--- src/rtl/dfq_pkg.sv ---
package dfq_pkg;
  localparam logic [2:0] A_DATA  = 3'd0;
  localparam logic [2:0] A_CTRL  = 3'd1;
  localparam logic [2:0] A_STAT  = 3'd2;
  localparam logic [2:0] A_IEN   = 3'd3;
  localparam logic [2:0] A_RXCNT = 3'd4;
  localparam logic [2:0] A_TXCNT = 3'd5;

  // status bit positions
  localparam int S_TXLVL = 0;
  localparam int S_RXLVL = 1;
  localparam int S_TXEND = 2;
  localparam int S_OVF   = 3;

  // most bytes still queued for which the transmit level flag is raised
  function automatic int tx_room_limit(input logic [1:0] code);
    case (code)
      2'd0:    return 8;
      2'd1:    return 4;
      2'd2:    return 2;
      default: return 0;
    endcase
  endfunction

  // receive count that raises the receive level flag
  function automatic int rx_level(input logic [3:0] field);
    return int'(field) + 1;
  endfunction

  function automatic int ptr_next(input int p, input int depth);
    return (p == depth - 1) ? 0 : p + 1;
  endfunction
endpackage

--- src/rtl/dfq_byte_fifo.sv ---
module dfq_byte_fifo #(
  parameter int DEPTH = 16,
  parameter int DW    = 8,
  localparam int AW   = (DEPTH > 1) ? $clog2(DEPTH) : 1,
  localparam int CW   = $clog2(DEPTH + 1)
) (
  input  logic          clk,
  input  logic          rst_n,
  input  logic          clr,
  input  logic          push,
  input  logic          pop,
  input  logic [DW-1:0] din,
  output logic [DW-1:0] dout,
  output logic [CW-1:0] count,
  output logic          full,
  output logic          empty
);
  import dfq_pkg::*;

  logic [DW-1:0] mem [DEPTH];
  logic [AW-1:0] wr_ptr, rd_ptr;
  logic          do_push, do_pop;

  assign full    = (int'(count) == DEPTH);
  assign empty   = (count == '0);
  assign do_push = push && !full;
  assign do_pop  = pop && !empty;
  assign dout    = mem[rd_ptr];

  always_ff @(posedge clk) begin
    if (do_push) mem[wr_ptr] <= din;
  end

  always_ff @(posedge clk or negedge rst_n) begin
    if (!rst_n) begin
      wr_ptr <= '0;
      rd_ptr <= '0;
      count  <= '0;
    end else if (clr) begin
      wr_ptr <= '0;
      rd_ptr <= '0;
      count  <= '0;
    end else begin
      if (do_push) wr_ptr <= AW'(ptr_next(int'(wr_ptr), DEPTH));
      if (do_pop)  rd_ptr <= AW'(ptr_next(int'(rd_ptr), DEPTH));
      case ({do_push, do_pop})
        2'b10:   count <= count + 1'b1;
        2'b01:   count <= count - 1'b1;
        default: count <= count;
      endcase
    end
  end
endmodule

--- src/rtl/dfq_status.sv ---
module dfq_status #(
  parameter int DEPTH = 16,
  localparam int CW   = $clog2(DEPTH + 1)
) (
  input  logic          clk,
  input  logic          rst_n,
  input  logic [CW-1:0] tx_cnt,
  input  logic [CW-1:0] rx_cnt,
  input  logic [1:0]    tx_code,
  input  logic [3:0]    rx_field,
  input  logic          tx_done,
  input  logic          ovf_evt,
  input  logic          stat_wr,
  input  logic [3:0]    wmask,
  output logic [3:0]    flags
);
  import dfq_pkg::*;

  logic       cond_txlvl, cond_rxlvl, cond_txend;
  logic [3:0] keep, setv;

  assign cond_txlvl = int'(tx_cnt) <= tx_room_limit(tx_code);
  assign cond_rxlvl = int'(rx_cnt) >= rx_level(rx_field);
  assign cond_txend = tx_done && (tx_cnt == '0);

  always_comb begin
    keep = stat_wr ? wmask : 4'hF;
    setv = '0;
    setv[S_TXLVL] = cond_txlvl;
    setv[S_RXLVL] = cond_rxlvl;
    setv[S_TXEND] = cond_txend;
    setv[S_OVF]   = ovf_evt;
  end

  always_ff @(posedge clk or negedge rst_n) begin
    if (!rst_n) flags <= '0;
    else        flags <= (flags & keep) | setv;
  end
endmodule

--- src/rtl/dual_fifo_port.sv ---
module dual_fifo_port #(
  parameter int DEPTH = 16,
  parameter int DW    = 8
) (
  input  logic          clk,
  input  logic          rst_n,
  input  logic [2:0]    reg_addr,
  input  logic          reg_wr,
  input  logic          reg_rd,
  input  logic [7:0]    reg_wdata,
  output logic [7:0]    reg_rdata,
  input  logic          eng_tx_pop,
  output logic [DW-1:0] eng_tx_data,
  output logic          eng_tx_valid,
  input  logic          eng_rx_push,
  input  logic [DW-1:0] eng_rx_data,
  output logic          eng_rx_full,
  input  logic          eng_tx_done,
  output logic          scl_hold,
  output logic          irq_req
);
  import dfq_pkg::*;
  localparam int CW = $clog2(DEPTH + 1);

  // named internal events
  logic          host_push, host_pop_req, ctrl_wr, stat_wr, ien_wr;
  logic          tx_clr, rx_clr, ovf_evt;
  logic [CW-1:0] tx_cnt, rx_cnt;
  logic          tx_full, tx_empty, rx_full, rx_empty;
  logic [DW-1:0] rx_head;
  logic [5:0]    ctrl_q;     // bits 7:2 of control byte
  logic [2:0]    ien_q;
  logic [3:0]    flags;

  assign host_push    = reg_wr && (reg_addr == A_DATA);
  assign host_pop_req = reg_rd && (reg_addr == A_DATA);
  assign ctrl_wr      = reg_wr && (reg_addr == A_CTRL);
  assign stat_wr      = reg_wr && (reg_addr == A_STAT);
  assign ien_wr       = reg_wr && (reg_addr == A_IEN);
  assign tx_clr       = ctrl_wr && reg_wdata[0];
  assign rx_clr       = ctrl_wr && reg_wdata[1];
  assign ovf_evt      = host_push && tx_full;

  always_ff @(posedge clk or negedge rst_n) begin
    if (!rst_n) begin
      ctrl_q <= '0;
      ien_q  <= '0;
    end else begin
      if (ctrl_wr) ctrl_q <= reg_wdata[7:2];
      if (ien_wr)  ien_q  <= reg_wdata[2:0];
    end
  end

  dfq_byte_fifo #(.DEPTH(DEPTH), .DW(DW)) u_txq (
    .clk(clk), .rst_n(rst_n), .clr(tx_clr),
    .push(host_push), .pop(eng_tx_pop), .din(reg_wdata[DW-1:0]),
    .dout(eng_tx_data), .count(tx_cnt), .full(tx_full), .empty(tx_empty)
  );

  dfq_byte_fifo #(.DEPTH(DEPTH), .DW(DW)) u_rxq (
    .clk(clk), .rst_n(rst_n), .clr(rx_clr),
    .push(eng_rx_push), .pop(host_pop_req), .din(eng_rx_data),
    .dout(rx_head), .count(rx_cnt), .full(rx_full), .empty(rx_empty)
  );

  dfq_status #(.DEPTH(DEPTH)) u_stat (
    .clk(clk), .rst_n(rst_n),
    .tx_cnt(tx_cnt), .rx_cnt(rx_cnt),
    .tx_code(ctrl_q[1:0]), .rx_field(ctrl_q[5:2]),
    .tx_done(eng_tx_done), .ovf_evt(ovf_evt),
    .stat_wr(stat_wr), .wmask(reg_wdata[3:0]),
    .flags(flags)
  );

  assign eng_tx_valid = !tx_empty;
  assign eng_rx_full  = rx_full;
  assign scl_hold     = flags[S_RXLVL] | flags[S_TXEND];
  assign irq_req      = |(flags[2:0] & ien_q);

  always_comb begin
    reg_rdata = '0;
    case (reg_addr)
      A_DATA:  reg_rdata = rx_empty ? 8'h00 : 8'(rx_head);
      A_CTRL:  reg_rdata = {ctrl_q, 2'b00};
      A_STAT:  reg_rdata = {4'h0, flags};
      A_IEN:   reg_rdata = {5'h0, ien_q};
      A_RXCNT: reg_rdata = 8'(rx_cnt);
      A_TXCNT: reg_rdata = 8'(tx_cnt);
      default: reg_rdata = '0;
    endcase
  end
endmodule

--- config.mk ---
export PLATFORM = sky130hd
export DESIGN_NAME = dual_fifo_port
export DESIGN_NICKNAME = d
export VERILOG_FILES = /design/src/rtl/dfq_pkg.sv /design/src/rtl/dfq_byte_fifo.sv /design/src/rtl/dfq_status.sv /design/src/rtl/dual_fifo_port.sv
export SDC_FILE = /design/constraint.sdc
export NUM_CORES = 1
export LEC_CHECK = 0
export ABC_AREA = 1
export BUFFER_PORTS_ARGS = -buffer_cell sky130_fd_sc_hd__clkbuf_2
export CORE_ASPECT_RATIO = 0.7
export CORE_MARGIN = 3
export CORE_UTILIZATION = 51
export CTS_CLUSTER_DIAMETER = 80
export DETAILED_ROUTE_END_ITERATION = 10
export HOLD_SLACK_MARGIN = 0.12
export PLACE_DENSITY = 0.72
export SLEW_MARGIN = 20
export SYNTH_ARGS = -nofsm -noshare
export SYNTH_HDL_FRONTEND = slang
export SYNTH_SLANG_ARGS = --single-unit
--- constraint.sdc ---
create_clock -name clk -period 1.93 [get_ports clk]
set_input_delay 0.386 -clock clk [delete_from_list [all_inputs] [get_ports clk]]
set_output_delay 0.386 -clock clk [all_outputs]
set_load 0.01 [all_outputs]
==> results by group <==
Status
  • Status: finished, violations left
  • Violated checks: setup timing

Die
  • Die X: 197 µm
  • Core ar.: 24,800 µm²
  • Die area: 27,400 µm²
  • Die Ht: 139 µm
  • Ports: 46
  • FP Rows: 48
  • Starting Density: 52.3%

Setup path
  • R2R Setup Slk: -0.02 ns
  • Worst path max stage delay: 0.43 ns
  • Reg2reg path depth: 14
  • Worst-path cell with the longest stage delay: dfrtp_2
  • Worst r2r src: u_rxq.count[1]
  • Most used cell, CP: nand3_2
  • FF-to-FF End: u_rxq.count[4]
  • Worst path bufs/invs: 4
  • Largest delay share family, worst path: simple AND/OR/NAND/NOR gates
  • Critical-path cell list: clkinv_4 -> buf_12 -> buf_16 -> nand2_1 -> nand3_2 -> nand3_2 -> nand3_2 -> nand3_2 -> nand3_4 -> buf_6
  • Crit start category: flop
  • Kind of critical path: reg -> out
  • Max Fanout on Critical Path: 7
  • CP required: 1.54 ns
  • Endpoint class of the critical path: primary output
  • Critical path arrival: 2.07 ns

Final layout
  • Ratio of cells with drive above 1 in the final layout: 25.4%
  • Register area: 8670 µm²
  • Layout area overhead: 24.8%
  • N_diodes: 0
  • Layout Nets: 1,383
  • Filler cell count: 1,748
  • Final instance area: 16,200 µm²
  • Multi-input gate area: 4460 µm²
  • Final core utilization: 65.2%

Power
  • Leak: 0.00629 µW
  • Clock power frac: 24.5%
  • Gate power share: 41.0%
  • Pint: 14,500 µW
  • Switching part of the total: 37.0%
  • Seq pwr share: 34.5%
  • Worst vdd ir: 0.756 mV
  • Pwr per Cell Area: 1420 nW/µm²
  • Switch Pwr: 8500 µW

STA
  • Setup ws final: -0.523 ns
  • Setup TNS Final: -7.78 ns
  • Final setup vio count: 18
  • Minimum clock period: 2.45 ns
  • Worst-margin pin slew: 0.553 ns
  • Fin crit share: 127%
  • Clk_skew: 0.0124 ns
  • RSZ-0062 raised after global routing: yes
  • Slew margin rel.: 63.1%
  • Fmax: 408 MHz
  • Slew Limit Fails: 0
  • Hold Fails Final Rpt: 0

Routing
  • WL final: 33.5 mm
  • Avg Vias per Cell: 5.75
  • DRC viols: 0
  • First-iteration detailed-routing DRC count: 1,168
  • Pre-antenna DRT Iters: 6
  • Via count: 9,647
  • Post-route ant nets: 0
  • Wire per inst: 20.0 µm

Synth
  • Mapped cell area: 13,000 µm²
  • Post-synth top flop: edfxtp_1
  • Ys async rst share: 13.2%
  • Post-synthesis sequential area ratio: 66.8%
  • Number of synthesized flops with an enable pin: 256
  • Post-synthesis cell count: 1,171
  • Synth warn: 0
  • Mean Syn Cell Area: 11.1 µm²
  • Yosys top cell area share: 59.3%
  • #FFs+latches synth: 295
  • Top-count cell post-synth: edfxtp_1
  • Synth top area cells: edfxtp_1 (59%), dfrtp_1 (7.5%), nand2_1 (7.3%)
  • Synth top cells by count: edfxtp_1 (256), nand2_1 (252), nand3_1 (178)
  • Number of distinct library cells after synthesis: 36
  • Leading area contributor after synthesis: edfxtp_1
  • Mapped Nets: 1,224

CTS
  • CTS buffer count: 28
  • Clk_lat worst skew: 0.54 ns
  • H-tree levels: 1
  • Clk root buf: clkbuf_16
  • Longest Clk Path Bufs: 3
  • Reg clk slew, reported paths: 0.07 ns
  • # clock sinks: 295
  • TritonCTS clock tree: yes

Placement
  • DPL Wire Length: 22.5 mm
  • Port-buffer cells: 45
  • DP Area: 14,500 µm²
  • Final RePlAce weighted congestion: 0.911

Worst hold path
  • Hold depth: 4
  • Worst min-delay path category: in -> reg
  • Hold Path End: u_stat.flags[3]
  • HP Start: reg_addr[1]

GRT
  • Largest net degree at the start of global routing: 33
  • Initial antenna violation count: 0
  • Tot GR Track Use: 23.9%
  • Wire length of the first global-routing pass: 50.9 mm
  • Vias in the first global route: 8,979
  • Total gr overflow: 0

Job
  • Maxcap violations: 0
-- metrics by stage --
step / power [µW] / worst slack (ns) / hold slack [ns] / std cells
2_1_floorplan: 12800 / -0.0175 / 0.0904 / 1171
3_3_place_gp: 15900 / -0.135 / 0.392 / 1615
3_5_place_dp: 16100 / -0.203 / 0.403 / 1615
4_1_cts: 22400 / -0.537 / 0.193 / 1674
5_1_grt: 24200 / -0.611 / 0.208 / 1677
6_report: 23000 / -0.523 / 0.205 / 1677
-- registers in the layout, summed over array words and instances, names as in the netlist --
name          cells
u_stat.flags      4
ien_q             3
u_rxq.mem       128
u_txq.rd_ptr      4
u_rxq.count       5
ctrl_q            6
u_txq.wr_ptr      4
u_txq.count       5
u_rxq.rd_ptr      4
u_rxq.wr_ptr      4
u_txq.mem       128
-- final cells by class --
class	instances	share of cell area, %
flip-flops and latches	295	53.6
multi-input cells	772	27.6
repair buffers	178	9.15
clock buffers	33	4.58
well taps	325	2.51
inverters	55	1.39
clock inverters	19	1.23
-- cell usage in the layout (no fill, tap or decap), drive strengths merged, types with 3 or more instances in the layout --
cell | Yosys | final
a21oi | 14 | 14
nand4 | 5 | 5
o211ai | 16 | 16
nand3b | 4 | 4
ha | 25 | 25
nand3 | 179 | 179
xnor2 | 3 | 3
o21ai | 88 | 88
clkinv | 3 | 16
nand2 | 263 | 263
inv | 52 | 50
dfrtp | 39 | 39
o22ai | 24 | 24
xor2 | 6 | 6
clkbuf | 21 | 73
clkinvlp | 0 | 4
edfxtp | 256 | 256
buf | 28 | 136
nor2 | 137 | 137
bufinv | 0 | 4
-- routing by layer --
| layer | GRT usage, % | up-vias | routed length (µm) |
|---|---|---|---|
| met1 | 38.5 | 4630 | 15000 |
| met3 | 5.37 | 57 | 3730 |
| met4 | 5.28 | 0 | 609 |
| li1 | - | 4441 | - |
| met2 | 33.3 | 519 | 14100 |
| met5 | 0 | - | 0 |
-- worst max-delay path by stage --
stage | from | endpoint | slack (ns) | depth (start not counted)
2_1_floorplan | reg_addr[2] | u_rxq.count[4] | -0.02 | 15
3_3_place_gp | reg_addr[0] | u_rxq.count[4] | -0.14 | 15
3_5_place_dp | reg_addr[0] | u_rxq.count[4] | -0.20 | 15
4_1_cts | u_rxq.rd_ptr[0] | reg_rdata[2] | -0.54 | 9
5_1_grt | u_rxq.rd_ptr[0] | reg_rdata[7] | -0.61 | 10
6_report | u_rxq.rd_ptr[0] | reg_rdata[3] | -0.52 | 10
-- cell families (layout without fill, tap and decap cells) --
family / after synthesis / after routing / share of synthesized area (%)
AO/OA/AOI/OAI: 145 / 145 / 6.18
AND/OR/NAND/NOR: 591 / 591 / 20.2
flip-flops: 295 / 295 / 66.8
buffers and inverters: 104 / 285 / 3.47
adder cells (fa/ha/maj): 27 / 27 / 2.72
XOR/XNOR: 9 / 9 / 0.608
-- worst register-to-register path, stage by stage (launching register included) --
cell      delay (ns)
dfrtp_1         0.41
nor2_4          0.16
nand3_4         0.11
nand2_4         0.12
nand3_4         0.09
fa_2            0.34
nand3b_1        0.19
nand2_1         0.07
nand2_1         0.04
nand2_1         0.06
inv_1           0.04
nand2_1         0.05
nand2_1         0.04
nand2_1         0.06
nand2_1         0.05
-- power by group through the flow --
stage	combinational, µW	clock (µW)	sequential [µW]
finish	9430	5620	7930
global route	10300	5940	7980
CTS	8800	5660	7890
detailed placement	8050	0	8010
global placement	7870	0	7990
floorplan	4780	0	7980
-- timing repair --
action / 4_1_cts / 5_1_grt
gates cloned: 2 / 0
buffers inserted: 3 / 4
setup endpoints to repair: 20 / 21
hold endpoints to repair: 19 / 0
hold buffers: 2 / 0
pin swaps: 20 / 30
resized for setup: 77 / 69
Note: power is estimated with default switching activity, not from simulation.
